File: config.mk
export PLATFORM = sky130hd
export DESIGN_NAME = irqarb_top
export DESIGN_NICKNAME = d
export VERILOG_FILES = /design/src/rtl/irqarb_pkg.sv /design/src/rtl/irqarb_pick.sv /design/src/rtl/irqarb_ctrl.sv /design/src/rtl/irqarb_data.sv /design/src/rtl/irqarb_top.sv
export SDC_FILE = /design/constraint.sdc
export NUM_CORES = 1
export LEC_CHECK = 0
export ABC_AREA = 1
export ABC_CLOCK_PERIOD_IN_PS = 20400
export BUFFER_PORTS_ARGS = -buffer_cell sky130_fd_sc_hd__buf_2
export CAP_MARGIN = 30
export CORE_ASPECT_RATIO = 0.75
export CORE_MARGIN = 4
export CORE_UTILIZATION = 46
export DETAILED_ROUTE_END_ITERATION = 6
export GPL_TIMING_DRIVEN = 0
export PLACE_DENSITY = 0.79
export SYNTH_ARGS = -nofsm -noshare
export SYNTH_HDL_FRONTEND = slang
export SYNTH_HIERARCHICAL = 1
export SYNTH_SLANG_ARGS = --single-unit
File: constraint.sdc
create_clock -name clk -period 20.4 [get_ports clk]
set_input_delay 1.02 -clock clk [delete_from_list [all_inputs] [get_ports clk]]
set_output_delay 1.02 -clock clk [all_outputs]
set_load 0.005 [all_outputs]
File: src/rtl/irqarb_pkg.sv
package irqarb_pkg;
  localparam int PRIO_W = 3;
  localparam int LVL_W  = PRIO_W + 1;

  typedef struct packed {
    logic              accept;
    logic [PRIO_W-1:0] acceptIpl;
    logic              pop;
    logic              popErr;
    logic              swWrite;
  } ctrl_strobe_t;
endpackage

File: src/rtl/irqarb_pick.sv
module irqarb_pick #(
  parameter int NUM_SRC = 16,
  parameter int VEC_W   = 7
) (
  input  logic [NUM_SRC-1:0]                     pend,
  input  logic [NUM_SRC*irqarb_pkg::PRIO_W-1:0]  prioFlat,
  output logic                                   winValid,
  output logic [VEC_W-1:0]                       winIdx,
  output logic [irqarb_pkg::PRIO_W-1:0]          winPrio
);
  import irqarb_pkg::*;

  // Scan from the highest index down; ">=" lets a lower index take a tie.
  always_comb begin
    winValid = 1'b0;
    winIdx   = '0;
    winPrio  = '0;
    for (int i = NUM_SRC - 1; i >= 0; i--) begin
      if (pend[i] && (prioFlat[i*PRIO_W +: PRIO_W] != '0) &&
          (prioFlat[i*PRIO_W +: PRIO_W] >= winPrio)) begin
        winValid = 1'b1;
        winPrio  = prioFlat[i*PRIO_W +: PRIO_W];
        winIdx   = VEC_W'(i);
      end
    end
  end
endmodule

File: src/rtl/irqarb_ctrl.sv
module irqarb_ctrl (
  input  logic                            clk,
  input  logic                            rstN,
  input  logic                            winValid,
  input  logic [irqarb_pkg::PRIO_W-1:0]   winPrio,
  input  logic [irqarb_pkg::LVL_W-1:0]    cpuLevel,
  input  logic                            ack,
  input  logic                            ret,
  input  logic                            nestDis,
  input  logic                            iplWr,
  input  logic                            stackEmpty,
  input  logic                            stackFull,
  output logic                            irqReq,
  output irqarb_pkg::ctrl_strobe_t        strobe
);
  import irqarb_pkg::*;

  assign irqReq = winValid && ({1'b0, winPrio} > cpuLevel);

  always_comb begin
    strobe           = '0;
    strobe.pop       = ret && !stackEmpty;
    strobe.popErr    = ret && stackEmpty;
    strobe.accept    = ack && irqReq && !ret && !stackFull;
    strobe.acceptIpl = nestDis ? '1 : winPrio;
    strobe.swWrite   = iplWr && !nestDis && !ret && !strobe.accept;
  end

  // a field of 7 or a set trap bit must mask every request
  assert_mask_level_R2: assert property (@(posedge clk) disable iff (!rstN)
    irqReq |-> (cpuLevel[LVL_W-1] == 1'b0 && cpuLevel[PRIO_W-1:0] != '1))
    else $error("request raised while masked");

  // return and acknowledge never both take effect
  assert_ret_beats_ack_R13: assert property (@(posedge clk) disable iff (!rstN)
    !(strobe.accept && (strobe.pop || strobe.popErr)))
    else $error("accept together with return");
endmodule

File: src/rtl/irqarb_data.sv
module irqarb_data #(
  parameter int NUM_SRC = 16,
  parameter int VEC_W   = 7,
  parameter int DEPTH   = 8
) (
  input  logic                                   clk,
  input  logic                                   rstN,
  input  logic [NUM_SRC-1:0]                     setPulse,
  input  logic [NUM_SRC-1:0]                     clrMask,
  input  logic                                   enWr,
  input  logic [NUM_SRC-1:0]                     enData,
  input  logic                                   prioWr,
  input  logic [VEC_W-1:0]                       prioIdx,
  input  logic [irqarb_pkg::PRIO_W-1:0]          prioData,
  input  logic [irqarb_pkg::PRIO_W-1:0]          iplData,
  input  logic                                   trapSet,
  input  logic                                   trapClr,
  input  irqarb_pkg::ctrl_strobe_t               strobe,
  input  logic [VEC_W-1:0]                       winIdx,
  input  logic [irqarb_pkg::PRIO_W-1:0]          winPrio,
  output logic [NUM_SRC-1:0]                     pend,
  output logic [NUM_SRC*irqarb_pkg::PRIO_W-1:0]  prioFlat,
  output logic [NUM_SRC-1:0]                     flags,
  output logic [irqarb_pkg::LVL_W-1:0]           cpuLevel,
  output logic [VEC_W-1:0]                       statVec,
  output logic [irqarb_pkg::LVL_W-1:0]           statLevel,
  output logic                                   stackErr,
  output logic                                   stackEmpty,
  output logic                                   stackFull
);
  import irqarb_pkg::*;

  localparam int CNT_W = $clog2(DEPTH + 1);
  localparam int PTR_W = (DEPTH > 1) ? $clog2(DEPTH) : 1;
  localparam logic [PRIO_W-1:0] RESET_PRIO = PRIO_W'(4);

  logic [NUM_SRC-1:0] flagQ, enQ;
  logic [PRIO_W-1:0]  iplQ;
  logic               trapQ;
  logic [LVL_W-1:0]   stackMem [DEPTH];
  logic [CNT_W-1:0]   cnt;
  logic [PTR_W-1:0]   pushIdx, popIdx;
  logic [LVL_W-1:0]   popVal;

  // Per-source flag, enable and level registers
  for (genvar g = 0; g < NUM_SRC; g++) begin : gSrc
    always_ff @(posedge clk) begin
      if (!rstN) begin
        flagQ[g] <= 1'b0;
        enQ[g]   <= 1'b0;
        prioFlat[g*PRIO_W +: PRIO_W] <= RESET_PRIO;
      end else begin
        if (setPulse[g])     flagQ[g] <= 1'b1;
        else if (clrMask[g]) flagQ[g] <= 1'b0;
        if (enWr) enQ[g] <= enData[g];
        if (prioWr && prioIdx == VEC_W'(g))
          prioFlat[g*PRIO_W +: PRIO_W] <= prioData;
      end
    end

    // a set pulse always leaves the flag set
    assert_flag_set_R10: assert property (@(posedge clk) disable iff (!rstN)
      setPulse[g] |=> flagQ[g])
      else $error("set pulse lost");
  end

  assign pend     = flagQ & enQ;
  assign flags    = flagQ;
  assign cpuLevel = {trapQ, iplQ};

  // Saved-level stack
  assign stackEmpty = (cnt == '0);
  assign stackFull  = (cnt == CNT_W'(DEPTH));
  assign pushIdx    = PTR_W'(cnt);
  assign popIdx     = PTR_W'(cnt - CNT_W'(1));
  assign popVal     = stackMem[popIdx];

  always_ff @(posedge clk) begin
    if (!rstN) begin
      cnt <= '0;
    end else if (strobe.pop) begin
      cnt <= cnt - CNT_W'(1);
    end else if (strobe.accept) begin
      cnt <= cnt + CNT_W'(1);
      stackMem[pushIdx] <= cpuLevel;
    end
  end

  // Core priority field and trap bit
  always_ff @(posedge clk) begin
    if (!rstN) begin
      iplQ  <= '0;
      trapQ <= 1'b0;
    end else begin
      if (strobe.pop)          iplQ <= popVal[PRIO_W-1:0];
      else if (strobe.accept)  iplQ <= strobe.acceptIpl;
      else if (strobe.swWrite) iplQ <= iplData;

      if (trapSet)         trapQ <= 1'b1;
      else if (strobe.pop) trapQ <= popVal[LVL_W-1];
      else if (trapClr)    trapQ <= 1'b0;
    end
  end

  // Status captured at acceptance, error pulse
  always_ff @(posedge clk) begin
    if (!rstN) begin
      statVec   <= '0;
      statLevel <= '0;
      stackErr  <= 1'b0;
    end else begin
      stackErr <= strobe.popErr;
      if (strobe.accept) begin
        statVec   <= winIdx;
        statLevel <= {1'b0, winPrio};
      end
    end
  end

  // the stack never holds more than DEPTH entries
  assert_stack_bound_R11: assert property (@(posedge clk) disable iff (!rstN)
    cnt <= CNT_W'(DEPTH))
    else $error("stack overflow");
endmodule

File: src/rtl/irqarb_top.sv
module irqarb_top #(
  parameter int NUM_SRC = 16,
  parameter int VEC_W   = 7,
  parameter int DEPTH   = 8
) (
  input  logic               clk,
  input  logic               rstN,
  input  logic [NUM_SRC-1:0] setPulse,
  input  logic [NUM_SRC-1:0] clrMask,
  input  logic               enWr,
  input  logic [NUM_SRC-1:0] enData,
  input  logic               prioWr,
  input  logic [VEC_W-1:0]   prioIdx,
  input  logic [2:0]         prioData,
  input  logic               iplWr,
  input  logic [2:0]         iplData,
  input  logic               trapSet,
  input  logic               trapClr,
  input  logic               nestDis,
  input  logic               ack,
  input  logic               ret,
  output logic               irqReq,
  output logic [VEC_W-1:0]   irqVec,
  output logic [3:0]         irqLevel,
  output logic [3:0]         cpuLevel,
  output logic [VEC_W-1:0]   statVec,
  output logic [3:0]         statLevel,
  output logic               stackErr,
  output logic [NUM_SRC-1:0] flags
);
  import irqarb_pkg::*;

  logic [NUM_SRC-1:0]        pend;
  logic [NUM_SRC*PRIO_W-1:0] prioFlat;
  logic                      winValid, stackEmpty, stackFull;
  logic [VEC_W-1:0]          winIdx;
  logic [PRIO_W-1:0]         winPrio;
  ctrl_strobe_t              strobe;

  irqarb_pick #(.NUM_SRC(NUM_SRC), .VEC_W(VEC_W)) uPick (
    .pend(pend), .prioFlat(prioFlat),
    .winValid(winValid), .winIdx(winIdx), .winPrio(winPrio));

  irqarb_ctrl uCtrl (
    .clk(clk), .rstN(rstN), .winValid(winValid), .winPrio(winPrio),
    .cpuLevel(cpuLevel), .ack(ack), .ret(ret), .nestDis(nestDis),
    .iplWr(iplWr), .stackEmpty(stackEmpty), .stackFull(stackFull),
    .irqReq(irqReq), .strobe(strobe));

  irqarb_data #(.NUM_SRC(NUM_SRC), .VEC_W(VEC_W), .DEPTH(DEPTH)) uData (
    .clk(clk), .rstN(rstN), .setPulse(setPulse), .clrMask(clrMask),
    .enWr(enWr), .enData(enData), .prioWr(prioWr), .prioIdx(prioIdx),
    .prioData(prioData), .iplData(iplData), .trapSet(trapSet),
    .trapClr(trapClr), .strobe(strobe), .winIdx(winIdx), .winPrio(winPrio),
    .pend(pend), .prioFlat(prioFlat), .flags(flags), .cpuLevel(cpuLevel),
    .statVec(statVec), .statLevel(statLevel), .stackErr(stackErr),
    .stackEmpty(stackEmpty), .stackFull(stackFull));

  assign irqVec   = winIdx;
  assign irqLevel = {1'b0, winPrio};

  // status records the vector presented at the accepted edge
  assert_stat_capture_R4: assert property (@(posedge clk) disable iff (!rstN)
    (ack && irqReq && !ret && !stackFull) |=> statVec == $past(irqVec))
    else $error("status not captured");

  // nesting disabled forces the field to 7 after an accept
  assert_nest_force_R6: assert property (@(posedge clk) disable iff (!rstN)
    (ack && irqReq && !ret && !stackFull && nestDis) |=> cpuLevel[2:0] == 3'd7)
    else $error("nesting-disable not honoured");

  // return on empty stack flags an error and keeps the level
  assert_empty_ret_R8: assert property (@(posedge clk) disable iff (!rstN)
    (ret && stackEmpty && !trapSet && !trapClr) |=> (stackErr && $stable(cpuLevel)))
    else $error("empty return mishandled");

  // an acknowledge on a full stack leaves the priority alone
  assert_full_ack_R11: assert property (@(posedge clk) disable iff (!rstN)
    (ack && stackFull && !ret && !iplWr && !trapSet && !trapClr) |=> $stable(cpuLevel))
    else $error("accept on full stack");
endmodule

==> results.md <==
Status:
- The run finished with clean final reports.

Global routing:
- The largest net degree at the start of global routing is 17.
- The total global-route track usage is 20.6%.
- The number of global-route vias before repair came to 6619.
- The first global-routing pass estimated 31200 um of wire.
- The total overflow left after global routing is 0.
- The initial antenna violation count is 0.

Yosys:
- The most common cell in the synthesized netlist is sky130_fd_sc_hd__nand2_1.
- The number of library cell types mapped by synthesis is 45.
- A synthesized cell averages 7.02 sq um.
- Counting flops with a built-in enable in the synthesized netlist gives 32.
- By area, the combinational part of the netlist is dominated by simple AND/OR/NAND/NOR gates.
- The sequential-to-total area share from yosys stat is 38.7%.
- The compound-cell area share of the yosys netlist is 12.4%.
- The commonest cells after synthesis are 199 x sky130_fd_sc_hd__nand2_1, 177 x sky130_fd_sc_hd__inv_1, 168 x sky130_fd_sc_hd__nor2_1.
- The synthesized netlist occupies a cell area of 7600 sq um.
- By area the synthesized netlist is led by sky130_fd_sc_hd__dfxtp_1 26%, sky130_fd_sc_hd__edfxtp_1 13%, sky130_fd_sc_hd__nand2_1 9.8%.
- The dominant synthesized flop cell is sky130_fd_sc_hd__dfxtp_1.
- In the synthesized netlist, mux cells make up 0% of the area.
- The leading area contributor after synthesis is sky130_fd_sc_hd__dfxtp_1.
- In this run the biggest area consumer among cell types represents 26.1% of the synthesized area.
- Summing the areas of all fa, ha and maj instances in the mapped netlist gives 4.11% of the synthesized area.
- Summing the areas of all xor and xnor instances in the mapped netlist gives 0.230% of the synthesized area.
- The fraction of registers with async set or reset after synthesis is 0%.
- The number of synthesized register bits is 131.
- In the synthesized netlist, the number of instances is 1084.
- The fraction of the mapped netlist area in simple logic gates is 32.6%.
- The number of warnings issued by yosys is 6.

Final layout:
- The multi-input combinational cells in the finished layout cover a total of 3770 sq um.
- From synthesis to final layout, the design area changed by 18.5%.
- The final layout net count is 1309.
- The total of fill cells in the finished design is 1515.
- 0 antenna diodes ended up in the layout.
- The combined flip-flop and latch cell area is 2940 sq um.
- The layout cell share with drive strength beyond 1 is 19.1%.

Routing:
- Dividing the detail-routed via count by the number of cells gives 4.99.
- The count of antenna-violating nets left after detailed routing is 0.
- The first routing iteration left 646 violations.
- The number of iterations in the first detailed-routing pass is 5.
- After detailed routing, the number of remaining DRC violations is 0.
- The routed via count is 7167.
- Dividing the detail-routed wire length by the instance count gives 13.2 um.
- Summed over all layers, the routed wires come to 18900 um.

Setup path:
- The worst setup path is of the reg2out kind.
- At the worst endpoint, the required time is 19380 ps.
- For this design, the slowest cell found on the critical path is sky130_fd_sc_hd__dfxtp_1.
- STA classifies the critical path endpoint as a primary output.
- The cell class contributing the biggest share of worst-path delay is simple AND/OR/NAND/NOR gates.
- By instance count, the cell type seen most on the critical path is sky130_fd_sc_hd__nand2_1.
- The type of origin of the critical path is a flop.
- The biggest cell delay along the critical path is 360 ps.
- In this run the worst path has a maximum fanout of 8.
- Data on the critical path arrives at its endpoint at 17180 ps.
- The number of buffers and inverters on the critical path is 30.

Power and ir drop:
- The worst-case IR drop observed on VDD is 0.0578 mV.
- The leakage power is 4.69 nW.
- Total power for the finished layout comes to 0.817 mW.
- For this design the ratio of total power to cell area is 90.7 nW/um^2.

Run:
- The max-capacitance violation count is 0.

Clocking:
- The number of clock buffers inserted by TritonCTS is 17.
- The clock passes through at most 2 buffers.
- The post-cts resize count is 0.
- The post-CTS setup repair buffer count is 0.
- The insertion delay of the later-clocked pin in the worst-skew pair is 420 ps.
- The clock-pin transition on the worst setup and hold timing paths is 60 ps.
- The maximum level of the CTS H-tree is 4.
- For this design, the CTS-stage hold fixing added 0 buffers.
- The clock root buffer is sky130_fd_sc_hd__clkbuf_16.
- The number of sinks handled by clock tree synthesis is 131.
- The clock tree from TritonCTS is yes.

Placement:
- The total of buffers placed on input and output ports is 108.
- Routability-driven placement finished with a final weighted congestion of 0.951.
- Once detailed placement completed, the half-perimeter wirelength came to 14700 um.

Timing:
- Setup repair after global routing left no endpoint under its margin.
- For this run, the top clock speed supported by timing is 0.0549 GHz.
- The setup TNS after final layout is 0 ps.
- The number of hold violations in the final report is 0.
- The minimum clock period is 18200 ps.
- The clock tree skew after final layout is 12.8 ps.
- The number of setup violations in the final report is 0.
- The number of max-slew violations in the final report is 0.
- At the pin with the least slew margin, the transition time is 670 ps.
- Headroom to the max-slew limit came out at 55.3%.
- Of the available clock period, the critical path in the final layout requires 89.2%.

Floorplan:
- In this run the core area contains 40 standard-cell rows.
- The chip width is 156 um.
- The initial standard-cell utilization of the core is 47.2%.
- The die height is 119 um.
- The floorplan step defined a die boundary enclosing 18700 sq um.
- The area of the core region is 16100 sq um.
- The I/O pin count is 115.

Worst hold path:
- The tightest min-delay check is of the reg2reg type.
## layout by cell type (no fill, tap or decap), drive strengths merged
master / n
nand3: 98
nor3: 10
o21a: 2
xor2: 1
clkinv: 15
o31a: 1
and2: 3
a21oi: 45
bufinv: 2
conb: 5
dfxtp: 99
edfxtp: 32
inv: 185
xnor2: 1
nand4: 11
o22ai: 2
o21bai: 1
buf: 120
a211oi: 2
nor2: 171
ha: 25
o211ai: 17
or2: 4
clkbuf: 44
o21ai: 92
nand2: 235
o31ai: 2
## path summary, 6_finish.rpt
path,slack [ps],from,cells past startpoint,to
max reg2reg,2410,uData/flags[15]$_SDFFE_PN0P_,145,uData/stackMem[1][1]$_DFFE_PP_
max,2200,uData/flags[15]$_SDFFE_PN0P_,139,irqReq
min,500,uData/statVec[6]$_SDFFE_PN0P_,2,uData/statVec[6]$_SDFFE_PN0P_
min reg2reg,500,uData/statVec[6]$_SDFFE_PN0P_,2,uData/statVec[6]$_SDFFE_PN0P_
## worst register-to-register path: cells and delay by family, from the launching register on
kind	cells	cell delay [ps]
compound gates	28	3700
simple gates	69	6760
buf+inv	32	2180
flops	1	360
fa+ha+maj	16	4590
## through the flow
step | std cells | setup slack [ps] | utilization (%) | hold WS, ps | instance area [sq um]
floorplan | 1086 | 4920 | - | 463 | 7610
global placement | 1404 | 3190 | 52.2 | 472 | 8420
detailed placement | 1404 | 2710 | 52.2 | 482 | 8420
CTS | 1435 | 2380 | 55.9 | 498 | 9010
global route | 1435 | 304 | 55.9 | 520 | 9010
finish | 1435 | 2200 | 55.9 | 498 | 9010
## layer usage
layer | GRT usage (%) | share of wire [%] | vias to the layer above
met4 | 5.85 | 1.6 | 0
met1 | 29.9 | 50 | 3198
met5 | 0 | 0 | -
met2 | 30.5 | 41 | 245
met3 | 4.79 | 7.4 | 24
li1 | - | - | 3700
## cell families (layout without fill, tap and decap cells)
group	count (synthesis)	count (layout)
fa+ha+maj	25	25
xor+xnor	2	2
other cells	3	5
compound gates	164	164
simple gates	532	532
buf+inv	227	366
flops	131	131
## power breakdown
part / internal [mW] / switching (mW) / leakage (nW)
Combinational: 0.0758 / 0.133 / 3.29
Clock: 0.198 / 0.106 / 0.293
Sequential: 0.287 / 0.0168 / 1.10
Total: 0.562 / 0.256 / 4.69
## sequential cells by signal (all words and copies together), names as in the netlist
signal           cells
uData/cnt            4
uData/enQ           16
uData/statVec        7
uData/stackErr       1
uData/prioFlat      48
uData/trapQ          1
uData/stackMem      32
uData/statLevel      3
uData/flags         16
uData/iplQ           3
## area by class of cell
class	instances	share of cell area, %
Sequential cell	131	32.7
Clock buffer	27	5.81
Tap cell	210	2.92
Multi-Input combinational cell	728	41.9
Timing Repair Buffer	108	6.00
Inverter	198	8.25
Buffer	29	1.72
Clock inverter	4	0.778
Power figures use the tool's default switching activity.
